===== src/rtl/rtc_pkg.sv =====
package rtc_pkg;

    localparam int DATA_W  = 32;
    localparam int ADDR_W  = 6;
    localparam int PRESC_W = 26;
    localparam int CNT_W   = 62;
    localparam int ALM_W   = 43;

    // word indexes (byte offset / 4)
    localparam int RI_CTRL  = 0;
    localparam int RI_MODE  = 1;
    localparam int RI_PRESC = 2;
    localparam int RI_ALO   = 3;
    localparam int RI_AHI   = 4;
    localparam int RI_MLO   = 5;
    localparam int RI_MHI   = 6;
    localparam int RI_TLO   = 8;
    localparam int RI_THI   = 9;

    // control word bit positions
    localparam int CB_START  = 0;
    localparam int CB_STOP   = 1;
    localparam int CB_ARM    = 2;
    localparam int CB_DISARM = 3;
    localparam int CB_CLEAR  = 4;
    localparam int CB_UPLOAD = 5;
    localparam int CB_MATCH  = 7;

    typedef struct packed {
        logic wake_cont;
        logic wake_rst;
        logic wake_en;
        logic cal;
    } mode_t;

    typedef struct packed {
        logic start;
        logic stop;
        logic arm;
        logic disarm;
        logic clear;
        logic upload;
    } cmd_t;

    function automatic cmd_t decode_cmd(input logic wr, input logic [DATA_W-1:0] d);
        cmd_t c;
        c.start  = wr & d[CB_START];
        c.stop   = wr & d[CB_STOP];
        c.arm    = wr & d[CB_ARM];
        c.disarm = wr & d[CB_DISARM];
        c.clear  = wr & d[CB_CLEAR];
        c.upload = wr & d[CB_UPLOAD];
        return c;
    endfunction

    function automatic logic masked_eq(input logic [CNT_W-1:0] a,
                                       input logic [CNT_W-1:0] b,
                                       input logic [CNT_W-1:0] m);
        return ((a ^ b) & m) == '0;
    endfunction

endpackage


===== src/rtl/rtc_prescaler.sv =====
module rtc_prescaler #(
    parameter int PW = rtc_pkg::PRESC_W
) (
    input  logic          clk,
    input  logic          rst,
    input  logic          run,
    input  logic          ref_en,
    input  logic          clr,
    input  logic [PW-1:0] limit,
    output logic          tick
);
    logic [PW-1:0] cnt_q;
    logic          at_end;

    // >= so that a limit lowered mid-period still ends the period
    assign at_end = cnt_q >= limit;
    assign tick   = run & ref_en & at_end;

    always_ff @(posedge clk) begin
        if (rst || clr) begin
            cnt_q <= '0;
        end else if (run && ref_en) begin
            cnt_q <= at_end ? '0 : cnt_q + PW'(1);
        end
    end

    a_r2_wrap_after_tick: assert property (@(posedge clk) disable iff (rst)
        tick |=> cnt_q == '0);

    a_r2_idle_holds: assert property (@(posedge clk) disable iff (rst)
        (!ref_en && !clr) |=> $stable(cnt_q));

endmodule


===== src/rtl/rtc_sec_counter.sv =====
module rtc_sec_counter #(
    parameter int W = rtc_pkg::CNT_W
) (
    input  logic         clk,
    input  logic         rst,
    input  logic         clr,
    input  logic         ld,
    input  logic [W-1:0] ld_val,
    input  logic         inc,
    output logic [W-1:0] count
);
    always_ff @(posedge clk) begin
        if (rst || clr) begin
            count <= '0;
        end else if (ld) begin
            count <= ld_val;
        end else if (inc) begin
            count <= count + W'(1);
        end
    end

    a_r5_clear_zero: assert property (@(posedge clk) disable iff (rst)
        clr |=> count == '0);

    a_r3_upload_loads: assert property (@(posedge clk) disable iff (rst)
        (ld && !clr) |=> count == $past(ld_val));

    a_r4_hold_when_idle: assert property (@(posedge clk) disable iff (rst)
        (!clr && !ld && !inc) |=> $stable(count));

endmodule


===== src/rtl/rtc_alarm_unit.sv =====
module rtc_alarm_unit #(
    parameter int CW = rtc_pkg::CNT_W,
    parameter int AW = rtc_pkg::ALM_W
) (
    input  logic          clk,
    input  logic          rst,
    input  logic [CW-1:0] count,
    input  logic [AW-1:0] alarm,
    input  logic [CW-1:0] mask,
    input  logic          running,
    input  logic          arm_set,
    input  logic          arm_clr,
    input  logic          wake_en,
    output logic          hit,
    output logic          match_q,
    output logic          irq
);
    logic          armed_q;
    logic [CW-1:0] alarm_ext;

    assign alarm_ext = {{(CW-AW){1'b0}}, alarm};
    assign hit       = running & rtc_pkg::masked_eq(count, alarm_ext, mask);
    assign irq       = match_q & armed_q & wake_en;

    always_ff @(posedge clk) begin
        if (rst) begin
            armed_q <= 1'b0;
            match_q <= 1'b0;
        end else begin
            if (arm_clr)      armed_q <= 1'b0;
            else if (arm_set) armed_q <= 1'b1;

            if (arm_clr)      match_q <= 1'b0;
            else if (hit)     match_q <= 1'b1;
        end
    end

    a_r7_match_sticky: assert property (@(posedge clk) disable iff (rst)
        (match_q && !arm_clr) |=> match_q);

    a_r8_disarm_drops_irq: assert property (@(posedge clk) disable iff (rst)
        arm_clr |=> !irq);

    a_r7_hit_sets_flag: assert property (@(posedge clk) disable iff (rst)
        (hit && !arm_clr) |=> match_q);

endmodule


===== src/rtl/rtc_seconds_core.sv =====
module rtc_seconds_core
    import rtc_pkg::*;
#(
    parameter int AW_BUS  = rtc_pkg::ADDR_W,
    parameter int DW      = rtc_pkg::DATA_W,
    parameter int PW      = rtc_pkg::PRESC_W,
    parameter int CW      = rtc_pkg::CNT_W,
    parameter int ALW     = rtc_pkg::ALM_W
) (
    input  logic              clk,
    input  logic              rst,
    input  logic              ref_en,
    input  logic              bus_wr,
    input  logic              bus_rd,
    input  logic [AW_BUS-1:0] bus_addr,
    input  logic [DW-1:0]     bus_wdata,
    output logic [DW-1:0]     bus_rdata,
    output logic              irq
);
    localparam int IDX_W    = AW_BUS - 2;
    localparam int CNT_HI_W = CW - DW;
    localparam int ALM_HI_W = ALW - DW;

    logic [IDX_W-1:0]    word_idx;
    logic                ctrl_wr;
    cmd_t                cmd;

    mode_t               mode_q;
    logic [PW-1:0]       presc_q;
    logic [DW-1:0]       alm_lo_q;
    logic [ALM_HI_W-1:0] alm_hi_q;
    logic [DW-1:0]       msk_lo_q;
    logic [CNT_HI_W-1:0] msk_hi_q;
    logic [DW-1:0]       stg_lo_q;
    logic [CNT_HI_W-1:0] stg_hi_q;
    logic [CNT_HI_W-1:0] snap_q;
    logic                running_q;
    logic                upl_q;
    logic [DW-1:0]       rdata_q;
    logic [DW-1:0]       rd_mux;

    logic [CW-1:0]       count;
    logic                tick;
    logic                hit;
    logic                match_q;
    logic                freeze;
    logic                wrap_hit;
    logic                cnt_clr;

    logic unused_addr_lsb;
    assign unused_addr_lsb = ^bus_addr[1:0];

    assign word_idx = bus_addr[AW_BUS-1:2];
    assign ctrl_wr  = bus_wr && (word_idx == IDX_W'(RI_CTRL));
    assign cmd      = decode_cmd(ctrl_wr, bus_wdata);

    // wake actions on a match
    assign freeze   = hit & mode_q.wake_en & ~mode_q.wake_rst & ~mode_q.wake_cont;
    assign wrap_hit = hit & mode_q.wake_en & mode_q.wake_rst;
    assign cnt_clr  = cmd.clear | (wrap_hit & ~cmd.upload);

    rtc_prescaler #(.PW(PW)) u_div (
        .clk    (clk),
        .rst    (rst),
        .run    (running_q & ~freeze),
        .ref_en (ref_en),
        .clr    (cmd.clear | cmd.upload),
        .limit  (presc_q),
        .tick   (tick)
    );

    rtc_sec_counter #(.W(CW)) u_cnt (
        .clk    (clk),
        .rst    (rst),
        .clr    (cnt_clr),
        .ld     (cmd.upload),
        .ld_val ({stg_hi_q, stg_lo_q}),
        .inc    (tick),
        .count  (count)
    );

    rtc_alarm_unit #(.CW(CW), .AW(ALW)) u_alm (
        .clk     (clk),
        .rst     (rst),
        .count   (count),
        .alarm   ({alm_hi_q, alm_lo_q}),
        .mask    ({msk_hi_q, msk_lo_q}),
        .running (running_q),
        .arm_set (cmd.arm),
        .arm_clr (cmd.disarm),
        .wake_en (mode_q.wake_en),
        .hit     (hit),
        .match_q (match_q),
        .irq     (irq)
    );

    // run state and upload status
    always_ff @(posedge clk) begin
        if (rst) begin
            running_q <= 1'b0;
            upl_q     <= 1'b0;
        end else begin
            if (cmd.stop)       running_q <= 1'b0;
            else if (cmd.start) running_q <= 1'b1;
            else if (freeze)    running_q <= 1'b0;

            if (ctrl_wr)        upl_q <= cmd.upload;
        end
    end

    // configuration and staging registers
    always_ff @(posedge clk) begin
        if (rst) begin
            mode_q   <= '0;
            presc_q  <= '0;
            alm_lo_q <= '0;
            alm_hi_q <= '0;
            msk_lo_q <= '1;
            msk_hi_q <= '1;
            stg_lo_q <= '0;
            stg_hi_q <= '0;
        end else if (bus_wr) begin
            case (word_idx)
                IDX_W'(RI_MODE):  mode_q   <= mode_t'(bus_wdata[3:0]);
                IDX_W'(RI_PRESC): presc_q  <= bus_wdata[PW-1:0];
                IDX_W'(RI_ALO):   alm_lo_q <= bus_wdata;
                IDX_W'(RI_AHI):   alm_hi_q <= bus_wdata[ALM_HI_W-1:0];
                IDX_W'(RI_MLO):   msk_lo_q <= bus_wdata;
                IDX_W'(RI_MHI):   msk_hi_q <= bus_wdata[CNT_HI_W-1:0];
                IDX_W'(RI_TLO):   stg_lo_q <= bus_wdata;
                IDX_W'(RI_THI):   stg_hi_q <= bus_wdata[CNT_HI_W-1:0];
                default: ;
            endcase
        end
    end

    // read path
    always_comb begin
        rd_mux = '0;
        case (word_idx)
            IDX_W'(RI_CTRL): begin
                rd_mux[CB_START]  = running_q;
                rd_mux[CB_UPLOAD] = upl_q;
                rd_mux[CB_MATCH]  = match_q;
            end
            IDX_W'(RI_MODE):  rd_mux = DW'(mode_q);
            IDX_W'(RI_PRESC): rd_mux = DW'(presc_q);
            IDX_W'(RI_ALO):   rd_mux = alm_lo_q;
            IDX_W'(RI_AHI):   rd_mux = DW'(alm_hi_q);
            IDX_W'(RI_MLO):   rd_mux = msk_lo_q;
            IDX_W'(RI_MHI):   rd_mux = DW'(msk_hi_q);
            IDX_W'(RI_TLO):   rd_mux = count[DW-1:0];
            IDX_W'(RI_THI):   rd_mux = DW'(snap_q);
            default: ;
        endcase
    end

    always_ff @(posedge clk) begin
        if (rst) begin
            rdata_q <= '0;
            snap_q  <= '0;
        end else if (bus_rd) begin
            rdata_q <= rd_mux;
            if (word_idx == IDX_W'(RI_TLO)) snap_q <= count[CW-1:DW];
        end
    end

    assign bus_rdata = rdata_q;

    a_r4_stop_wins: assert property (@(posedge clk) disable iff (rst)
        (ctrl_wr && bus_wdata[CB_STOP]) |=> !running_q);

    a_r4_start_runs: assert property (@(posedge clk) disable iff (rst)
        (ctrl_wr && bus_wdata[CB_START] && !bus_wdata[CB_STOP]) |=> running_q);

    a_r11_halt_on_match: assert property (@(posedge clk) disable iff (rst)
        (freeze && !ctrl_wr) |=> (!running_q && $stable(count)));

    a_r10_restart_zero: assert property (@(posedge clk) disable iff (rst)
        (wrap_hit && !ctrl_wr) |=> count == '0);

    a_r6_rdata_holds: assert property (@(posedge clk) disable iff (rst)
        !bus_rd |=> $stable(bus_rdata));

endmodule


===== config.mk =====
export PLATFORM = sky130hd
export DESIGN_NAME = rtc_seconds_core
export DESIGN_NICKNAME = d
export VERILOG_FILES = /design/src/rtl/rtc_pkg.sv /design/src/rtl/rtc_prescaler.sv /design/src/rtl/rtc_sec_counter.sv /design/src/rtl/rtc_alarm_unit.sv /design/src/rtl/rtc_seconds_core.sv
export SDC_FILE = /design/constraint.sdc
export NUM_CORES = 1
export LEC_CHECK = 0
export BUFFER_PORTS_ARGS = -buffer_cell sky130_fd_sc_hd__buf_4
export CORE_ASPECT_RATIO = 1.5
export CORE_MARGIN = 3
export CORE_UTILIZATION = 40
export DETAILED_ROUTE_END_ITERATION = 6
export SLEW_MARGIN = 20
export SYNTH_ARGS = -nofsm -noshare
export SYNTH_HDL_FRONTEND = slang
export SYNTH_SLANG_ARGS = --single-unit

===== constraint.sdc =====
create_clock -name clk -period 2.93 [get_ports clk]
set_input_delay 0.879 -clock clk [delete_from_list [all_inputs] [get_ports clk]]
set_output_delay 0.879 -clock clk [all_outputs]
set_load 0.1 [all_outputs]

==> run summary <==
ANT nets after route -> 0
Synth cell types -> 55
TritonCTS buffer count -> 37
CTS sink count -> 351
commonest non-fill, non-tap cell in the layout -> nand2_1
Cell Int Power -> 8.20 mW
CTS H-tree lvls -> 2
crit path time final -> 2.85 ns
Setup TNS Final -> 0 ns
total gr overflow -> 0
area added between synthesis and finish -> 18.8%
share of cells above drive strength 1 -> 0.131
CTS root buf -> clkbuf_16
wire length on met1 -> 24.1 mm
Crit Path Max Fanout -> 25
Slowest cell on crit path -> or4_1
Synth Flop Type -> dfxtp_1
Slew HR -> 0.429
Mean Syn Cell Area -> 7.90 um^2
RSZ-0062 raised after global routing -> false
Combinational Power Share -> 0.075
outcome -> complete, no violations
I/O pin count -> 76
Final Max Slew Viols -> 0
# DRC -> 0
Worst-path clk slew -> 0.06 ns
All-Layer GR Usage -> 0.274
Max Cap Viol -> 0
P per Cell Area -> 555 nW/um^2
Tcrit/Tclk final -> 0.973
reg-to-reg slack, setup -> 0.08 ns
syn_nets -> 2153
first-pass GRT wire length -> 91.5 mm
dpl cell area -> 18200 um^2
slowest cell delay on critical path -> 0.52 ns
# rows -> 90
1st-iter DRT viols -> 1839
most frequent cells in the layout -> nand2_1, dfxtp_1, a21oi_1
Net Sw Frac -> 0.244
Die H -> 254 um
Yosys reg bits -> 351
post-DR wirelength/cell -> 22.9 um
full die area -> 43600 um^2
Core Region -> 40400 um^2
startpoint types -> flop
Post-synth EDFFs -> 0
Crit. End Element -> flop
Slew @ Worst Pin -> 0.857 ns
DRT Pass-1 Iters -> 6
WP data arrival -> 3.30 ns
via count -> 15761
Detail Placement HPWL -> 42.4 mm
routed wl met2 -> 29.3 mm
Final Hold Fails -> 0
Filler cells -> 3891
die width -> 172 um
Hold Path Class -> flop to flop
GPL Wtd Cong -> 0.913
routed wl met3 -> 4.17 mm
Final Skew -> 0.0223 ns
antenna violations before repair -> 0
register area share after synthesis -> 0.427
Async SR Flop Fraction -> 0
Warnings, synthesis -> 0
LEAKAGE -> 7.52 nW
clock share of power -> 0.475
vias in the first global route -> 14997
Initial Util -> 0.407
largest net degree at the start of global routing -> 159
Seq pwr share -> 0.450
Fmax -> 0.351 GHz
Post-Route WL -> 61.6 mm
sw power -> 2.64 mW
Top Layer Used -> met4
worst-skew pair later-pin latency -> 0.55 ns
Setup Viol. Count Final -> 0
nets@finish -> 2227
fin area -> 19600 um^2
r2r worst-path depth -> 10
Synth Cell Area -> 16500 um^2
worst-case clock buffer depth -> 3
CP Data Required Time -> 3.38 ns
cells along the critical path -> xor2_1 > a22oi_1 > nand4_1 > nor4_2 > buf_4 > a21oi_4 > buf_12 > nand3_4 > or4_1 > a311oi_1
Syn Inst Count -> 2082
Antenna Cells -> 0
port bufs -> 73
Crit Path Category -> flop to flop
placed insts -> 2621
CTS tree -> done
Hold Path Depth -> 2
vias per inst -> 5.86
post-route insts no fill -> 2688
maximum vdd drop -> 0.000299 V
[registers in the layout (all words and copies together), names as in the netlist]
| name | flops |
|---|---|
| mode_q | 4 |
| msk_lo_q | 32 |
| stg_hi_q | 30 |
| running_q | 1 |
| alm_lo_q | 32 |
| presc_q | 26 |
| stg_lo_q | 32 |
| alm_hi_q | 11 |
| u_div.cnt_q | 26 |
| msk_hi_q | 30 |
| u_alm.match_q | 1 |
| upl_q | 1 |
| bus_rdata | 32 |
| u_cnt.count | 62 |
| u_alm.armed_q | 1 |
| snap_q | 30 |
[worst max-delay path: cells and delay by family (launching register included)]
family,cells,cell delay (ns)
AOI/OAI and AO/OA,3,0.60
DFF,1,0.50
buffers and inverters,2,0.38
and+or+nand+nor,4,0.89
xor gates and xnor gates,1,0.37
[layout make-up]
type                    instances  area [um^2]  area share
clock buffers                  49         1070      0.0549
clock inverters                16          241      0.0124
inverters                      44          165     0.00845
multi-input cells            1529         8670       0.444
flip-flops and latches        351         7030       0.360
well taps                     506          633      0.0324
repair buffers                193         1740      0.0888
[final timing paths]
check,start,to
setup / recovery,u_cnt.count[14]$_SDFFE_PP0P_,u_cnt.count[54]$_SDFFE_PP0P_
hold / removal,stg_hi_q[29]$_SDFFE_PP0P_,u_cnt.count[61]$_SDFFE_PP0P_
setup reg to reg,u_cnt.count[14]$_SDFFE_PP0P_,u_cnt.count[54]$_SDFFE_PP0P_
hold reg to reg,stg_hi_q[29]$_SDFFE_PP0P_,u_cnt.count[61]$_SDFFE_PP0P_
[synthesized netlist by cell type (32+ instances only)]
cell / instances / area share
and3_1: 38 / 0.014
nand2_1: 502 / 0.11
nand4_1: 73 / 0.028
a21oi_1: 216 / 0.066
clkbuf_1: 127 / 0.029
o21ai_0: 32 / 0.0097
xor2_1: 105 / 0.056
dfxtp_1: 351 / 0.43
a22oi_1: 106 / 0.048
a211oi_1: 35 / 0.016
nand3_1: 46 / 0.014
nor2_1: 124 / 0.028
inv_1: 44 / 0.010
nand3b_1: 62 / 0.028
[cell families (layout without fill, tap and decap cells)]
logic type,Yosys count,in the layout,synth area share
mux,3,3,0.00183
xor+xnor,123,123,0.0655
simple gates,920,920,0.262
fa+ha+maj,28,28,0.0213
buf+inv,202,302,0.0500
compound gates,455,455,0.173
flops,351,351,0.427
[power by group through the flow]
| stage | Clock (mW) | Sequential [mW] | Combinational (mW) |
|---|---|---|---|
| after floorplan | 0 | 5.01 | 0.365 |
| after global placement | 0 | 4.98 | 0.768 |
| after detailed placement | 0 | 4.99 | 0.771 |
| after CTS | 5.21 | 4.88 | 0.774 |
| after global routing | 5.39 | 4.88 | 0.853 |
| final | 5.15 | 4.88 | 0.815 |
[metal layers]
| layer | up-vias | GRT usage |
|---|---|---|
| li1 | 7376 | - |
| met1 | 7515 | 0.341 |
| met2 | 680 | 0.453 |
| met3 | 190 | 0.0363 |
| met4 | 0 | 0.160 |
| met5 | - | 0 |
[metrics by stage]
step                total power, mW  hold slack (ns)   util  setup slack, ns
finish                         10.8            0.452  0.484           0.0778
global route                   11.1            0.471  0.484          0.00931
CTS                            10.9            0.454  0.482            0.101
detailed placement             5.76            0.441  0.450            0.125
global placement               5.75            0.436  0.450            0.108
floorplan                      5.38            0.425      -            0.325
[what timing repair did]
item,4_1_cts,5_1_grt
hold buffers,0,0
setup buffers,0,1
resized for setup,0,6
endpoints found under the setup margin,0,4
(Power assumes the default switching activity.)
